===== config.mk =====
export PLATFORM = sky130hd
export DESIGN_NAME = cla_microop_unit
export DESIGN_NICKNAME = d
export VERILOG_FILES = /design/src/rtl/cla_microop_unit.sv
export SDC_FILE = /design/constraint.sdc
export NUM_CORES = 1
export LEC_CHECK = 0
export ABC_CLOCK_PERIOD_IN_PS = 10010
export BUFFER_PORTS_ARGS = -buffer_cell sky130_fd_sc_hd__buf_2
export CAP_MARGIN = 20
export CORE_ASPECT_RATIO = 0.8
export CORE_MARGIN = 1
export CORE_UTILIZATION = 55
export CTS_BUF_LIST = sky130_fd_sc_hd__clkbuf_8
export DETAILED_ROUTE_END_ITERATION = 10
export PLACE_DENSITY = 0.86
export SLEW_MARGIN = 20
export SYNTH_ARGS = -nofsm -noshare
export SYNTH_HDL_FRONTEND = slang
export SYNTH_SLANG_ARGS = --single-unit

===== constraint.sdc =====
create_clock -name clk -period 10.01 [get_ports clk]
set_input_delay 2.002 -clock clk [delete_from_list [all_inputs] [get_ports clk]]
set_output_delay 2.002 -clock clk [all_outputs]
set_load 0.005 [all_outputs]

===== src/rtl/cla_microop_unit.sv =====
module cla_microop_unit #(
  parameter int WIDTH = 16,
  parameter int GROUP = 4
) (
  input  logic             clk,
  input  logic             rst,
  input  logic             xfer_en,
  input  logic [2:0]       op_sel,
  input  logic [WIDTH-1:0] src_a,
  input  logic [WIDTH-1:0] src_b,
  output logic [WIDTH-1:0] dst_q,
  output logic             carry_q,
  output logic             ovf_q
);
  localparam int NGRP = WIDTH / GROUP;

  logic             zero_a, force_b, b_fill, inv_b, cin;
  logic             legal;
  logic [WIDTH-1:0] opnd_a, opnd_b, b_base;
  logic [WIDTH-1:0] g, p, c, sum;
  logic [NGRP-1:0]  gg, gp;
  logic [NGRP:0]    grp_c;

  always_comb begin
    zero_a  = 1'b0;
    force_b = 1'b0;
    b_fill  = 1'b0;
    inv_b   = 1'b0;
    cin     = 1'b0;
    legal   = 1'b1;
    case (op_sel)
      3'b000: ;
      3'b001: begin inv_b = 1'b1; cin = 1'b1; end
      3'b010: begin force_b = 1'b1; cin = 1'b1; end
      3'b011: begin force_b = 1'b1; b_fill = 1'b1; end
      3'b100: begin zero_a = 1'b1; inv_b = 1'b1; end
      3'b101: begin zero_a = 1'b1; inv_b = 1'b1; cin = 1'b1; end
      default: legal = 1'b0;
    endcase
  end

  assign opnd_a = zero_a ? '0 : src_a;
  assign b_base = force_b ? {WIDTH{b_fill}} : src_b;
  assign opnd_b = b_base ^ {WIDTH{inv_b}};

  assign g = opnd_a & opnd_b;
  assign p = opnd_a ^ opnd_b;

  always_comb begin : group_terms
    logic t;
    for (int k = 0; k < NGRP; k++) begin
      gp[k] = 1'b1;
      gg[k] = 1'b0;
      for (int m = 0; m < GROUP; m++) begin
        gp[k] = gp[k] & p[k*GROUP+m];
        t = g[k*GROUP+m];
        for (int j = m + 1; j < GROUP; j++) t = t & p[k*GROUP+j];
        gg[k] = gg[k] | t;
      end
    end
  end

  always_comb begin : second_level
    logic t;
    grp_c[0] = cin;
    for (int k = 0; k < NGRP; k++) begin
      t = cin;
      for (int j = 0; j <= k; j++) t = t & gp[j];
      grp_c[k+1] = t;
      for (int m = 0; m <= k; m++) begin
        t = gg[m];
        for (int j = m + 1; j <= k; j++) t = t & gp[j];
        grp_c[k+1] = grp_c[k+1] | t;
      end
    end
  end

  always_comb begin : bit_carries
    logic t;
    for (int k = 0; k < NGRP; k++) begin
      for (int i = 0; i < GROUP; i++) begin
        t = grp_c[k];
        for (int j = 0; j < i; j++) t = t & p[k*GROUP+j];
        c[k*GROUP+i] = t;
        for (int m = 0; m < i; m++) begin
          t = g[k*GROUP+m];
          for (int j = m + 1; j < i; j++) t = t & p[k*GROUP+j];
          c[k*GROUP+i] = c[k*GROUP+i] | t;
        end
      end
    end
  end

  assign sum = p ^ c;

  always_ff @(posedge clk) begin
    if (rst) begin
      dst_q   <= '0;
      carry_q <= 1'b0;
      ovf_q   <= 1'b0;
    end else if (xfer_en && legal) begin
      dst_q   <= sum;
      carry_q <= grp_c[NGRP];
      ovf_q   <= grp_c[NGRP] ^ c[WIDTH-1];
    end
  end
endmodule



==> qor.yml, run 1 <==
insertion_delay_ps: 250
clock_path_buffers: 2
final_cell_area_mm2: 0.002241
max-slew-margin-rel: 0.5465
fin_nets: 345
rr_worst_depth: 3
yosysWarnings: 0
synthArstFlopShare: 0
cts_tree: "built"
n_antenna_cell: 0
arrival_ps: 5830
finalMaxSlewViolations: 0
dpl.hpwl_mm: 3.322
reg2reg_slack_ps: 9060
synth_flop_cell: "dfxtp_1"
dieArea_mm2: 0.003741
reg2reg_to: "ovf_q"
hold_depth: 2
antenna_left: 0
hold_ws_ps: 451.2
drive_gt1_frac: 0.2234
placed_cell_area_mm2: 0.002186
yosys.area_share.adder: 0.1717
ys_seq_area_frac: 0.1873
yosys.area_share.xor_xnor: 0.1320
synth_top_area_share: 0.1873
fp.dieW_um: 68.13
fin_crit_sh: 0.5686
drv_cap: 0
ys_ff_latch: 18
avgSynthCellArea_um2: 8.120
placedCellCount: 318
muxShareOfSynthArea: 0.005852
drtIter0Drc: 149
synth_cell_types: 34
path_class: "input port to flop"
grt_antenna_before_repair: 0
cts_resized: 0
cts_root_buf: "clkbuf_8"
utilization: 0.7007
outcome: "completed"
fin_skew_ps: 0
grt_max_degree: 37
grt_pass1_wl_mm: 6.375
place.gp.congestion: 0.8252
initial_core_util: 0.6017
ctsHoldBuffers: 0
yosys.area.top_type: "dfxtp_1"
synth_compound_area_frac: 0.2321
ctsHtreeMaxLevel: 1
routed_wl_mm: 4.310
yosys-top-cells-count: "nand2_1 (28), xor2_1 (23), a21oi_1 (20), ha_1 (20), nand2b_1 (20)"
clock-sinks: 18
worstHoldStart: "dst_q[14]"
numPortBuffers: 55
hold_viol: 0
worstMarginPinSlew_ps: 680.2
syn_area_mm2: 0.001924
clk_pin_slew_worst_paths_ps: 70
synth_area_leaders: "dfxtp_1 (19%), ha_1 (13%), xor2_1 (10%)"
synth_nets: 299
synth_edf_count: 0
pwr_density_cell_mw_per_mm2: 122.3
overflow: 0
dr_total_vias: 1863
start_kind: "input port"
hold_class: "flop to flop"
worstPathRequired_ps: 10150
tns_ps: 0
grt_pass1_vias: 1560
max_clock_freq_ghz: 0.1757
core-area_mm2: 0.003198
setup_viol: 0
post-cts-setup-buffers: 0
worstReg2RegStart: "ovf_q"
boundaryPins: 56
hold-path-endpoint: "dst_q[14]"
synth-simple-area-share: 0.2243
routedWlPerCell_um: 13.39
ir_drop_mv: 0.08706
vias_per_cell: 5.786
first_pass_iters: 8
end_kind: "flop"
crit_path_max_fanout: 36
area_growth_pct: 16.45
synthCells: 237
drc: 0
n_fill_cell: 272
row_count: 18
yosysMostFrequentCell: "nand2_1"
grt_use_total: 0.2276
stdcell_count: 322
min_period_ps: 5692
die_y_um: 54.91
cts_buffers: 3
synth_top_family_by_area: "compound AO/OA/AOI/OAI gates"
rsz0062_at_grt: "false"
p_leak_uw: 0.001046
==> registers in the layout (all words and copies together), names as in the netlist <==
register and cells:
ovf_q 1, dst_q 16, carry_q 1
==> metal layers <==
metal  GRT usage  share of wire
met3     0.05123          0.065
met4     0.03125        0.00093
met1      0.2618           0.44
met5           0              0
met2      0.4395           0.49
==> logic make-up after synthesis <==
logic type,after synthesis
and+or+nand+nor,83
AOI/OAI and AO/OA,62
xor gates and xnor gates,29
adders and majority gates,24
buffers and inverters,20
DFF,18
muxes,1
==> placed cells by master, fill, tap and decap left out, types with 4 or more instances in the layout <==
master | synthesis | final
o21ai_0 | 6 | 6
nand2_1 | 28 | 28
clkbuf_8 | 0 | 4
a21oi_1 | 20 | 20
a222oi_1 | 16 | 16
xor2_1 | 23 | 23
nand2b_1 | 20 | 20
xnor2_1 | 6 | 6
buf_2 | 3 | 55
ha_1 | 20 | 20
fa_1 | 4 | 4
inv_1 | 5 | 5
nor2_1 | 11 | 11
and2_1 | 15 | 15
dfxtp_1 | 18 | 18
a211oi_1 | 7 | 7
==> worst max-delay path by stage <==
stage,from,endpoint,cells after the start
after floorplan,op_sel[1],ovf_q,15
after global placement,op_sel[1],ovf_q,15
after detailed placement,op_sel[1],ovf_q,15
after CTS,op_sel[1],ovf_q,15
after global routing,op_sel[1],ovf_q,15
final,op_sel[1],ovf_q,15
==> worst max-delay path: stages <==
cell,delay (ps)
buf_2,500
nor2b_1,100
buf_4,220
a222oi_1,540
ha_1,340
and4_1,190
a211o_1,380
a21oi_2,280
o21ai_1,120
ha_1,200
o211ai_1,210
nand2_1,140
xnor2_1,200
a211oi_1,100
mux2_1,320
==> metrics by stage <==
| step | setup slack, ps | power (uW) |
|---|---|---|
| 2_1_floorplan | 4669 | 179.2 |
| 3_3_place_gp | 4286 | 210.6 |
| 3_5_place_dp | 4059 | 215.2 |
| 4_1_cts | 4326 | 274.3 |
| 5_1_grt | 4037 | 292.9 |
| 6_report | 4318 | 274.1 |
==> area by class of cell <==
cell class,count,area (um2),area share
Clock buffer,4,55.05,0.02457
Inverter,5,18.77,0.008375
Multi-Input combinational cell,199,1474,0.6577
Sequential cell,18,360.3,0.1608
Tap cell,40,50.05,0.02233
Timing Repair Buffer,56,282.8,0.1262
==> power by group <==
part,internal [uW],switching [uW],leakage [uW],total (uW)
logic,58.6,71.0,0.000869,130
registers,80.8,4.38,0.000148,85.2
clock network,35.0,24.4,0.0000288,59.3
total,174,99.7,0.00105,274
(Power assumes the default switching activity.)
==> run 2, diff against run 1 <==
Settings changed: ABC_CLOCK_PERIOD_IN_PS 10010 to 5600, CORE_UTILIZATION 55 to 54, PLACE_DENSITY 0.86 to 0.85.
Clock period 10.01 ns to 5.6 ns, I/O delays scaled along.
==> qor.yml, run 2 (same netlist as run 1, synthesis figures left out) <==
outcome: "completed"
cpLargestDelayFamily: "compound AO/OA/AOI/OAI gates"
largestRegisters: "dst_q: 16 flops, carry_q: 1 flops, ovf_q: 1 flops"
hold_viol: 0
final_cell_mix: "buf_2 (55), nand2_1 (28), xor2_1 (23)"
cts_tree: "built"
vias_per_cell: 5.854
drc: 0
clock-sinks: 18
worstPathRequired_ps: 5740
row_count: 18
fin_nets: 346
arrival_ps: 4700
path_class: "input port to flop"
power.share.clock: 0.184
core-area_mm2: 0.003243
path_cells: "buf_2 -> nor2b_1 -> a222oi_1 -> ha_1 -> and4_1 -> a211o_1 -> a21oi_2 -> o21ai_1 -> ha_1 -> o211ai_1 -> nand2_1 -> xnor2_1 -> a211oi_1 -> mux2_1"
overflow: 0
fin_skew_ps: 0
n_antenna_cell: 0
dieArea_mm2: 0.003808
n_fill_cell: 291
insertion_delay_ps: 250
cts_resized: 0
start_kind: "input port"
drtIter0Drc: 161
grt_use_total: 0.2340
cts_buffers: 3
tns_ps: 0
final_common_cell: "buf_2"
clock_path_buffers: 2
routed_wl_mm: 4.200
crit_top_cell: "ha_1"
cp-startpoint: "op_sel[1]"
dr_total_vias: 1885
end_kind: "flop"
post-cts-setup-buffers: 0
setup_ws_ps: 1035
ctsHtreeMaxLevel: 1
pwr_density_cell_mw_per_mm2: 209.1
min_period_ps: 4565
boundaryPins: 56
cp_slowest_cell: "a222oi_1"
grt_pass1_vias: 1706
p_comb_frac: 0.490
worstReg2RegStart: "ovf_q"
clk_pin_slew_worst_paths_ps: 60
placed_cell_area_mm2: 0.002193
drv_cap: 0
finalMaxSlewViolations: 0
max_clock_freq_ghz: 0.2191
max-slew-margin-rel: 0.5053
place.gp.congestion: 0.8060
p_switching_uw: 170.4
fin_crit_sh: 0.8151
worstMarginPinSlew_ps: 742.0
switching_share: 0.3648
cp-endpoint: "ovf_q"
drive_gt1_frac: 0.2234
dp_slack_ps: 751.6
rsz0062_at_grt: "false"
crit_path_max_fanout: 25
rr_worst_depth: 3
slowest_delay_ps: 560
setup_viol: 0
first_pass_iters: 6
ctsHoldBuffers: 0
area_growth_pct: 16.12
grt_antenna_before_repair: 0
initial_core_util: 0.5934
top_register: "dst_q"
antenna_left: 0
largest_reg_flops: 16
routedWlPerCell_um: 13.04
intPower_uw: 296.7
reg2reg_to: "ovf_q"
p_leak_uw: 0.001044
numPortBuffers: 55
reg2reg_slack_ps: 4680
hold_class: "flop to flop"
cts_root_buf: "clkbuf_8"
final_cell_area_mm2: 0.002235
crit_buf_inv: 1
dpl.hpwl_mm: 3.290
die_y_um: 55.40
grt_pass1_wl_mm: 7.024
fp.dieW_um: 68.74
ir_drop_mv: 0.1740
crit_cells: 14
p_seq_frac: 0.326
hold_ws_ps: 449.0
grt_max_degree: 26
-- run 2: changes by cell type in the layout (fill, tap and decap cells not counted), sizes merged --
cell	before	now
buf	56	57
clkbuf	4	3
-- run 2: stage by stage --
step	total power (uW)	utilization	instances
2_1_floorplan	320.4	-	237
3_3_place_gp	375.8	0.6763	319
3_5_place_dp	383.2	0.6763	319
4_1_cts	470.0	0.6890	322
5_1_grt	508.0	0.6890	322
6_report	467.2	0.6890	322
-- run 2: worst min-delay path by stage --
stage | start | to | cells past startpoint
finish | dst_q[13] | dst_q[13] | 2
floorplan | dst_q[15] | dst_q[15] | 2
global route | dst_q[14] | dst_q[14] | 2
global placement | dst_q[10] | dst_q[10] | 2
CTS | dst_q[13] | dst_q[13] | 2
detailed placement | dst_q[13] | dst_q[13] | 2
-- run 2: power groups by stage --
stage          logic, uW  clock network (uW)  registers [uW]
3_3_place_gp         221                   0             155
2_1_floorplan        164                   0             157
5_1_grt              261                92.6             154
6_report             229                86.1             152
3_5_place_dp         228                   0             155
4_1_cts              229                88.1             152
-- run 2: metal layers --
metal / track usage / vias to the layer above / part of all wire
li1: - / 943 / -
met1: 0.2936 / 878 / 0.45
met2: 0.4146 / 62 / 0.49
met3: 0.05165 / 2 / 0.058
met4: 0.02041 / 0 / 0.0014
met5: 0 / - / 0
-- run 2: tightest hold or removal path: stages, from the launching register on --
cell and delay, ps:
dfxtp_1 300, nand2_1 50, a21oi_1 50
-- run 2: cell type report --
cell class	count	area, um2	area share
clock buffer	3	41.29	0.01848
inverter	5	18.77	0.008399
multi-input combinational	199	1474	0.6596
sequential	18	360.3	0.1613
tap	40	50.05	0.02240
timing repair buffer	57	290.3	0.1299
